## config.mk

```make
export PLATFORM = sky130hd
export DESIGN_NAME = md5_core
export DESIGN_NICKNAME = d
export VERILOG_FILES = /design/src/rtl/md5_pkg.sv /design/src/rtl/md5_const_rom.sv /design/src/rtl/md5_step.sv /design/src/rtl/md5_ctrl.sv /design/src/rtl/md5_core.sv
export SDC_FILE = /design/constraint.sdc
export NUM_CORES = 2
export LEC_CHECK = 0
export BUFFER_PORTS_ARGS = -buffer_cell sky130_fd_sc_hd__buf_2
export CAP_MARGIN = 20
export CORE_MARGIN = 3
export CORE_UTILIZATION = 35
export CTS_BUF_LIST = sky130_fd_sc_hd__clkbuf_16
export DETAILED_ROUTE_END_ITERATION = 12
export HOLD_SLACK_MARGIN = 0.12
export SYNTH_ARGS = -nofsm -noshare
export SYNTH_HDL_FRONTEND = slang
export SYNTH_SLANG_ARGS = --single-unit
```

## constraint.sdc

```tcl
create_clock -name clk -period 10.68 [get_ports clk]
set_input_delay 0.534 -clock clk [delete_from_list [all_inputs] [get_ports clk]]
set_output_delay 0.534 -clock clk [all_outputs]
set_load 0.005 [all_outputs]
```

## src/rtl/md5_pkg.sv

```systemverilog
package md5_pkg;
    localparam int WORD_W    = 32;
    localparam int BLK_WORDS = 16;
    localparam int STEPS     = 64;
    localparam int BLK_W     = WORD_W * BLK_WORDS;
    localparam int DIG_W     = 4 * WORD_W;
    localparam int STEP_W    = $clog2(STEPS);
    localparam int IDX_W     = $clog2(BLK_WORDS);
    localparam int SH_W      = $clog2(WORD_W);

    typedef logic [WORD_W-1:0] word_t;

    typedef struct packed {
        word_t a;
        word_t b;
        word_t c;
        word_t d;
    } quad_t;

    typedef enum logic [1:0] {
        ST_IDLE = 2'd0,
        ST_RUN  = 2'd1,
        ST_FOLD = 2'd2
    } state_t;

    localparam quad_t CHAIN_IV = '{
        a: 32'h67452301,
        b: 32'hefcdab89,
        c: 32'h98badcfe,
        d: 32'h10325476
    };

    function automatic word_t rotl(input word_t x, input logic [SH_W-1:0] s);
        logic [2*WORD_W-1:0] wide;
        wide = {x, x} << s;
        return wide[2*WORD_W-1:WORD_W];
    endfunction

    // Message word used by a given step.
    function automatic logic [IDX_W-1:0] msg_index(input logic [STEP_W-1:0] step);
        logic [IDX_W-1:0] i;
        i = step[IDX_W-1:0];
        unique case (step[STEP_W-1:STEP_W-2])
            2'd0:    return i;
            2'd1:    return IDX_W'(5 * i + 1);
            2'd2:    return IDX_W'(3 * i + 5);
            default: return IDX_W'(7 * i);
        endcase
    endfunction

    // Rotation amount: four values per round, repeated four times.
    function automatic logic [SH_W-1:0] shift_amt(input logic [STEP_W-1:0] step);
        logic [3:0] sel;
        sel = {step[STEP_W-1:STEP_W-2], step[1:0]};
        unique case (sel)
            4'h0: return 5'd7;   4'h1: return 5'd12; 4'h2: return 5'd17; 4'h3: return 5'd22;
            4'h4: return 5'd5;   4'h5: return 5'd9;  4'h6: return 5'd14; 4'h7: return 5'd20;
            4'h8: return 5'd4;   4'h9: return 5'd11; 4'hA: return 5'd16; 4'hB: return 5'd23;
            4'hC: return 5'd6;   4'hD: return 5'd10; 4'hE: return 5'd15; default: return 5'd21;
        endcase
    endfunction

    function automatic word_t byte_rev(input word_t w);
        return {w[7:0], w[15:8], w[23:16], w[31:24]};
    endfunction
endpackage

```

## src/rtl/md5_const_rom.sv

```systemverilog
module md5_const_rom
    import md5_pkg::*;
(
    input  logic [STEP_W-1:0] step,
    output word_t             tconst
);
    always_comb begin
        case (step)
            6'd0:  tconst = 32'hd76aa478;  6'd1:  tconst = 32'he8c7b756;
            6'd2:  tconst = 32'h242070db;  6'd3:  tconst = 32'hc1bdceee;
            6'd4:  tconst = 32'hf57c0faf;  6'd5:  tconst = 32'h4787c62a;
            6'd6:  tconst = 32'ha8304613;  6'd7:  tconst = 32'hfd469501;
            6'd8:  tconst = 32'h698098d8;  6'd9:  tconst = 32'h8b44f7af;
            6'd10: tconst = 32'hffff5bb1;  6'd11: tconst = 32'h895cd7be;
            6'd12: tconst = 32'h6b901122;  6'd13: tconst = 32'hfd987193;
            6'd14: tconst = 32'ha679438e;  6'd15: tconst = 32'h49b40821;
            6'd16: tconst = 32'hf61e2562;  6'd17: tconst = 32'hc040b340;
            6'd18: tconst = 32'h265e5a51;  6'd19: tconst = 32'he9b6c7aa;
            6'd20: tconst = 32'hd62f105d;  6'd21: tconst = 32'h02441453;
            6'd22: tconst = 32'hd8a1e681;  6'd23: tconst = 32'he7d3fbc8;
            6'd24: tconst = 32'h21e1cde6;  6'd25: tconst = 32'hc33707d6;
            6'd26: tconst = 32'hf4d50d87;  6'd27: tconst = 32'h455a14ed;
            6'd28: tconst = 32'ha9e3e905;  6'd29: tconst = 32'hfcefa3f8;
            6'd30: tconst = 32'h676f02d9;  6'd31: tconst = 32'h8d2a4c8a;
            6'd32: tconst = 32'hfffa3942;  6'd33: tconst = 32'h8771f681;
            6'd34: tconst = 32'h6d9d6122;  6'd35: tconst = 32'hfde5380c;
            6'd36: tconst = 32'ha4beea44;  6'd37: tconst = 32'h4bdecfa9;
            6'd38: tconst = 32'hf6bb4b60;  6'd39: tconst = 32'hbebfbc70;
            6'd40: tconst = 32'h289b7ec6;  6'd41: tconst = 32'heaa127fa;
            6'd42: tconst = 32'hd4ef3085;  6'd43: tconst = 32'h04881d05;
            6'd44: tconst = 32'hd9d4d039;  6'd45: tconst = 32'he6db99e5;
            6'd46: tconst = 32'h1fa27cf8;  6'd47: tconst = 32'hc4ac5665;
            6'd48: tconst = 32'hf4292244;  6'd49: tconst = 32'h432aff97;
            6'd50: tconst = 32'hab9423a7;  6'd51: tconst = 32'hfc93a039;
            6'd52: tconst = 32'h655b59c3;  6'd53: tconst = 32'h8f0ccc92;
            6'd54: tconst = 32'hffeff47d;  6'd55: tconst = 32'h85845dd1;
            6'd56: tconst = 32'h6fa87e4f;  6'd57: tconst = 32'hfe2ce6e0;
            6'd58: tconst = 32'ha3014314;  6'd59: tconst = 32'h4e0811a1;
            6'd60: tconst = 32'hf7537e82;  6'd61: tconst = 32'hbd3af235;
            6'd62: tconst = 32'h2ad7d2bb;  6'd63: tconst = 32'heb86d391;
            default: tconst = '0;
        endcase
    end
endmodule

```

## src/rtl/md5_step.sv

```systemverilog
module md5_step
    import md5_pkg::*;
#(
    parameter bit F_AS_FOLD = 1'b1
) (
    input  quad_t           cur,
    input  word_t           msg,
    input  word_t           tconst,
    input  logic [SH_W-1:0] shamt,
    input  logic [1:0]      rnd,
    output word_t           new_b
);
    word_t f_val;
    word_t g_val;
    word_t h_val;
    word_t i_val;
    word_t mix;
    word_t sum;

    generate
        if (F_AS_FOLD) begin : g_f_fold
            // Two XORs and one AND, chained
            assign f_val = cur.d ^ (cur.b & (cur.c ^ cur.d));
        end else begin : g_f_mux
            assign f_val = (cur.b & cur.c) | (~cur.b & cur.d);
        end
    endgenerate

    assign g_val = (cur.b & cur.d) | (cur.c & ~cur.d);
    assign h_val = cur.b ^ cur.c ^ cur.d;
    assign i_val = cur.c ^ (cur.b | ~cur.d);

    always_comb begin
        unique case (rnd)
            2'd0:    mix = f_val;
            2'd1:    mix = g_val;
            2'd2:    mix = h_val;
            default: mix = i_val;
        endcase
    end

    assign sum   = cur.a + mix + msg + tconst;
    assign new_b = cur.b + rotl(sum, shamt);
endmodule

```

## src/rtl/md5_ctrl.sv

```systemverilog
module md5_ctrl
    import md5_pkg::*;
(
    input  logic              clk,
    input  logic              rst_n,
    input  logic              blk_valid,
    output logic              idle,
    output logic              load,
    output logic              step_en,
    output logic              fold,
    output logic [STEP_W-1:0] step
);
    localparam logic [STEP_W-1:0] LAST_STEP = STEP_W'(STEPS - 1);

    state_t state;
    state_t state_nx;

    // Next-state: ACCEPT, LAST_STEP, RETIRE
    always_comb begin
        state_nx = state;
        unique case (state)
            ST_IDLE: if (blk_valid)         state_nx = ST_RUN;
            ST_RUN:  if (step == LAST_STEP) state_nx = ST_FOLD;
            ST_FOLD:                        state_nx = ST_IDLE;
            default:                        state_nx = ST_IDLE;
        endcase
    end

    // State register and step counter
    always_ff @(posedge clk) begin
        if (!rst_n) begin
            state <= ST_IDLE;
            step  <= '0;
        end else begin
            state <= state_nx;
            if (state == ST_IDLE)
                step <= '0;
            else if (state == ST_RUN)
                step <= step + 1'b1;
        end
    end

    // Outputs
    always_comb begin
        idle    = 1'b0;
        load    = 1'b0;
        step_en = 1'b0;
        fold    = 1'b0;
        unique case (state)
            ST_IDLE: begin
                idle = 1'b1;
                load = blk_valid;
            end
            ST_RUN:  step_en = 1'b1;
            ST_FOLD: fold    = 1'b1;
            default: ;
        endcase
    end
endmodule

```

## src/rtl/md5_core.sv

```systemverilog
module md5_core
    import md5_pkg::*;
(
    input  logic             clk,
    input  logic             rst_n,
    input  logic             init,
    input  logic             blk_valid,
    output logic             blk_ready,
    input  logic [BLK_W-1:0] blk_data,
    input  logic             blk_last,
    output logic [DIG_W-1:0] digest,
    output logic             done
);
    quad_t             chain_q;
    quad_t             work_q;
    logic [BLK_W-1:0]  blk_q;
    logic              last_q;
    logic              done_q;

    logic              idle;
    logic              load;
    logic              step_en;
    logic              fold;
    logic [STEP_W-1:0] step;

    word_t             words [BLK_WORDS];
    word_t             msg;
    word_t             tconst;
    word_t             new_b;

    md5_ctrl u_ctrl (
        .clk       (clk),
        .rst_n     (rst_n),
        .blk_valid (blk_valid),
        .idle      (idle),
        .load      (load),
        .step_en   (step_en),
        .fold      (fold),
        .step      (step)
    );

    genvar k;
    generate
        for (k = 0; k < BLK_WORDS; k++) begin : g_word
            assign words[k] = blk_q[k*WORD_W +: WORD_W];
        end
    endgenerate

    assign msg = words[msg_index(step)];

    md5_const_rom u_rom (
        .step   (step),
        .tconst (tconst)
    );

    md5_step #(.F_AS_FOLD(1'b1)) u_step (
        .cur    (work_q),
        .msg    (msg),
        .tconst (tconst),
        .shamt  (shift_amt(step)),
        .rnd    (step[STEP_W-1:STEP_W-2]),
        .new_b  (new_b)
    );

    always_ff @(posedge clk) begin
        if (!rst_n) begin
            chain_q <= CHAIN_IV;
            work_q  <= '0;
            blk_q   <= '0;
            last_q  <= 1'b0;
            done_q  <= 1'b0;
        end else begin
            done_q <= 1'b0;
            if (idle && init)
                chain_q <= CHAIN_IV;
            if (load) begin
                blk_q  <= blk_data;
                last_q <= blk_last;
                work_q <= init ? CHAIN_IV : chain_q;
            end
            if (step_en)
                work_q <= '{a: work_q.d, b: new_b, c: work_q.b, d: work_q.c};
            if (fold) begin
                chain_q.a <= chain_q.a + work_q.a;
                chain_q.b <= chain_q.b + work_q.b;
                chain_q.c <= chain_q.c + work_q.c;
                chain_q.d <= chain_q.d + work_q.d;
                done_q    <= last_q;
            end
        end
    end

    assign blk_ready = idle;
    assign done      = done_q;
    assign digest    = {byte_rev(chain_q.a), byte_rev(chain_q.b),
                        byte_rev(chain_q.c), byte_rev(chain_q.d)};
endmodule

```

==> flow_results.xml <==
<?xml version="1.0" encoding="UTF-8"?>
<metrics>
  <group name="status">
    <metric name="run_status" unit="">completed</metric>
  </group>
  <group name="synthesis">
    <metric name="synth.yosys.seq_area_share" unit="%">32.7</metric>
    <metric name="synth_enable_flop_cells" unit="">0</metric>
    <metric name="synth_async_sr_flop_share" unit="%">0</metric>
    <metric name="synth_cells" unit="">6455</metric>
    <metric name="ys_types" unit="">92</metric>
    <metric name="synthesis.area" unit="µm²">50000</metric>
    <metric name="cell_taking_the_most_area_after_synthesis" unit="">dfxtp_1</metric>
    <metric name="area_contributors_post_synth" unit="">dfxtp_1 33%, nand2_1 11%, a21oi_1 9.7%, mux4_2 6.0%, ha_1 5.3%</metric>
    <metric name="netlist.area_leader.share" unit="%">32.7</metric>
    <metric name="synth.net_count" unit="">7251</metric>
    <metric name="primary_flip_flop_cell_chosen_by_synthesis_mapping" unit="">dfxtp_1</metric>
    <metric name="yosysWarnings" unit="">0</metric>
    <metric name="synth.ff_latch_count" unit="">815</metric>
    <metric name="synth.avg_cell_area" unit="µm²">7.74</metric>
  </group>
  <group name="clock_network">
    <metric name="cts_buffers" unit="">95</metric>
    <metric name="clk_transition_reported_paths" unit="ns">0.06</metric>
    <metric name="ctsRootBufferMaster" unit="">clkbuf_16</metric>
    <metric name="cts.path.max_buffers" unit="">3</metric>
    <metric name="worst_skew_pair.late_latency" unit="ns">0.74</metric>
    <metric name="cts_tree" unit="">built</metric>
    <metric name="ctsHtreeMaxLevel" unit="">3</metric>
    <metric name="clock_sinks" unit="">815</metric>
  </group>
  <group name="drt">
    <metric name="wl_per_cell" unit="µm">24.6</metric>
    <metric name="route.final.wire_length" unit="µm">233000</metric>
    <metric name="routed-via-count" unit="">54400</metric>
    <metric name="detail_route.first_pass.iterations" unit="">7</metric>
    <metric name="detail_route.iter0.violations" unit="">6061</metric>
    <metric name="ant_nets" unit="">0</metric>
    <metric name="drcViolationCount" unit="">0</metric>
    <metric name="route.detailed.vias_per_inst" unit="">5.75</metric>
  </group>
  <group name="sta">
    <metric name="fin_crit_sh" unit="%">95.7</metric>
    <metric name="worst-slew-pin-transition" unit="ns">1.29</metric>
    <metric name="final_max_slew_viol_count" unit="">0</metric>
    <metric name="final_worst_setup_slack" unit="ns">0.463</metric>
    <metric name="clock.fmax" unit="GHz">0.0979</metric>
    <metric name="grt_setup_unrepaired" unit="">false</metric>
    <metric name="report.final.setup_viol" unit="">0</metric>
    <metric name="finalWorstPathRequiredPeriod" unit="ns">10.22</metric>
    <metric name="maxSlewHeadroom" unit="%">13.7</metric>
    <metric name="hold_violations" unit="">0</metric>
    <metric name="tns" unit="ns">0</metric>
    <metric name="worst_clock_skew" unit="ns">0.0613</metric>
  </group>
  <group name="job">
    <metric name="cap_violations" unit="">0</metric>
  </group>
  <group name="worst_hold_path">
    <metric name="hold_path.class" unit="">input pin to register</metric>
    <metric name="hold_path_depth" unit="">3</metric>
    <metric name="hold_worst_path_end" unit="">blk_q[491]$_SDFFE_PN0P_</metric>
    <metric name="worst_hold_launch" unit="">blk_data[491]</metric>
  </group>
  <group name="grt">
    <metric name="via_count_of_the_first_global_routing_pass" unit="">50800</metric>
    <metric name="grt.total_usage" unit="%">30.2</metric>
    <metric name="antenna_found_initial" unit="">16</metric>
    <metric name="grt-ovfl-total" unit="">0</metric>
    <metric name="grt_start_max_net_pins" unit="">242</metric>
    <metric name="grt_first_pass_wirelength" unit="µm">337000</metric>
  </group>
  <group name="die">
    <metric name="die_y" unit="µm">384</metric>
    <metric name="core_area" unit="µm²">141000</metric>
    <metric name="dieArea" unit="µm²">147000</metric>
    <metric name="top_ports" unit="">647</metric>
    <metric name="die_width" unit="µm">384</metric>
    <metric name="fp-row-count" unit="">137</metric>
    <metric name="initial_core_util" unit="%">35.5</metric>
  </group>
  <group name="worst_setup_path">
    <metric name="cp_slowest_cell" unit="">mux4_2</metric>
    <metric name="worst-path-max-fanout" unit="">15</metric>
    <metric name="critical_path_endpoint_category" unit="">register</metric>
    <metric name="cp-start-kind" unit="">register</metric>
    <metric name="startpoint_of_the_lowest_slack_register_to_register_path" unit="">u_ctrl.step[1]$_SDFFE_PP0P_</metric>
    <metric name="worstSetupStartpoint" unit="">u_ctrl.step[1]$_SDFFE_PP0P_</metric>
    <metric name="r2r_slack" unit="ns">0.46</metric>
    <metric name="max_stage_delay" unit="ns">0.62</metric>
    <metric name="crit_arrival" unit="ns">10.79</metric>
    <metric name="r2r.worst_path.cells" unit="">42</metric>
    <metric name="setup.worst_path.class" unit="">register to register</metric>
    <metric name="critical_path_required" unit="ns">11.25</metric>
    <metric name="regToRegEndpoint" unit="">work_q[94]$_SDFFE_PN0P_</metric>
    <metric name="timing.critical_path.mode_cell" unit="">buf_4</metric>
  </group>
  <group name="cells_and_area">
    <metric name="final_cell_count_no_fill" unit="">9459</metric>
    <metric name="final_net_count" unit="">8283</metric>
    <metric name="flow.area_growth_from_synthesis" unit="%">28.9</metric>
    <metric name="final_layout_size_suffix_gt1_share" unit="%">17.0</metric>
    <metric name="postLayoutCellArea" unit="µm²">64400</metric>
  </group>
  <group name="placed_design">
    <metric name="place_worst_setup_slack" unit="ns">-0.0401</metric>
    <metric name="gpl.final_weighted_congestion" unit="">0.986</metric>
    <metric name="detailedPlacementHpwl" unit="µm">168000</metric>
    <metric name="dpl_cell_area" unit="µm²">56000</metric>
    <metric name="dpl.cell_count" unit="">8767</metric>
    <metric name="numPortBuffers" unit="">646</metric>
  </group>
  <group name="power">
    <metric name="irDropWorstVdd" unit="mV">0.153</metric>
    <metric name="p_leak" unit="nW">26.7</metric>
    <metric name="power-per-cell-area" unit="nW/µm²">160</metric>
  </group>
</metrics>
-- what timing repair did --
item,4_1_cts,5_1_grt
setup buffers,0,16
endpoints found under the hold margin,479,0
endpoints found under the setup margin,4,15
cloned,0,3
hold buffers,479,0
resized for setup,3,46
pin swaps,0,11
-- registers in the layout, indices dropped and copies added, names as in the netlist --
signal	flops
blk_q	512
digest	128
done	1
last_q	1
u_ctrl.state	2
u_ctrl.step	6
u_rom.tconst	32
u_step.shamt	5
work_q	128
-- cells in the mapped netlist, types with 10 or more instances --
library cell and number:
nand2_1 1509, o31ai_1 15, nand3_1 31, a21oi_1 967, o2111ai_1 12, o21bai_1 21
o22ai_1 100, o21a_1 38, a21o_1 80, a31oi_1 52, xor2_1 65, mux4_2 133
a32oi_1 38, a311oi_1 10, and2_1 42, ha_1 210, o41ai_1 10, a221oi_1 19
a2111oi_0 17, buf_1 47, or2_2 10, dfxtp_1 815, mux2i_1 66, or3_1 20
mux2_2 23, nor3_1 141, xnor2_1 141, o221ai_1 36, inv_1 219, a22oi_1 90
clkbuf_1 405, nand2b_1 37, nor2b_1 28, fa_1 69, nand4_1 15, and3_1 22
o21ai_0 254, a211oi_1 78, o211ai_1 31, nor2_1 397, a211o_1 11
-- metal layers --
| layer | up-vias | global-route usage, % | share of wire, % |
|---|---|---|---|
| li1 | 24800 | - | - |
| met1 | 26000 | 39.6 | 40 |
| met2 | 2917 | 46.4 | 44 |
| met3 | 651 | 5.80 | 9.1 |
| met4 | 0 | 17.0 | 6.6 |
| met5 | - | 0 | 0 |
-- worst max-delay path: cells and delay by family, from the launching register on --
family	cells	cell delay, ns
AND/OR/NAND/NOR	3	0.25
AO/OA/AOI/OAI	17	3.71
multiplexers	6	1.92
adder cells (fa/ha/maj)	6	2.28
XOR/XNOR	1	0.20
buffers and inverters	9	1.33
flip-flops	1	0.33
-- how the worst max path moves through the flow --
| stage | to | cells after the start |
|---|---|---|
| floorplan | work_q[94]$_SDFFE_PN0P_ | 41 |
| global placement | work_q[95]$_SDFFE_PN0P_ | 43 |
| detailed placement | work_q[94]$_SDFFE_PN0P_ | 43 |
| CTS | work_q[94]$_SDFFE_PN0P_ | 39 |
| global route | work_q[94]$_SDFFE_PN0P_ | 45 |
| finish | work_q[94]$_SDFFE_PN0P_ | 42 |
-- metrics by stage --
step / util [%] / power, W / hold slack (ns)
floorplan: - / 0.00550 / 0.432
global placement: 39.8 / 0.00671 / 0.439
detailed placement: 39.8 / 0.00674 / 0.445
CTS: 45.5 / 0.0102 / 0.123
global route: 45.8 / 0.0108 / 0.130
finish: 45.8 / 0.0103 / 0.157
-- cell type report --
class                   instances  area [µm²]
diodes                         15        37.5
clock buffers                  95        2380
clock inverters                83         767
fillers                     13700       76200
inverters                     224         851
multi-input cells            4957       31400
flip-flops and latches        815       16300
well taps                    1876        2350
repair buffers               1394       10300
-- kinds of logic (layout without fill, tap and decap cells) --
| family | Yosys count | in the layout | share of synthesized area, % |
|---|---|---|---|
| AOI/OAI and AO/OA | 1960 | 1960 | 23.7 |
| adders and majority gates | 280 | 280 | 8.05 |
| and+or+nand+nor | 2282 | 2283 | 18.7 |
| DFF | 815 | 815 | 32.7 |
| buffers and inverters | 684 | 1796 | 5.17 |
| other | 0 | 15 | 0 |
| muxes | 225 | 225 | 7.97 |
| xor gates and xnor gates | 209 | 209 | 3.75 |
-- power by group --
part | switching, W | internal [W]
registers | 0.000266 | 0.00322
clock network | 0.00147 | 0.00186
logic | 0.00198 | 0.00151
total | 0.00372 | 0.00658
-- layout by cell type (no fill, tap or decap), drive strengths merged, types with 67 or more instances in the layout --
cell type / instances
a22oi: 90
mux2i: 67
dfxtp: 815
a21o: 80
nand2: 1509
ha: 210
o22ai: 100
dlygate4sd3: 479
o21ai: 258
mux4: 134
nor3: 142
a211oi: 78
inv: 248
clkbuf: 99
xnor2: 141
fa: 69
buf: 911
a21oi: 967
nor2: 400
No activity file was read; power rests on OpenSTA's default activity.
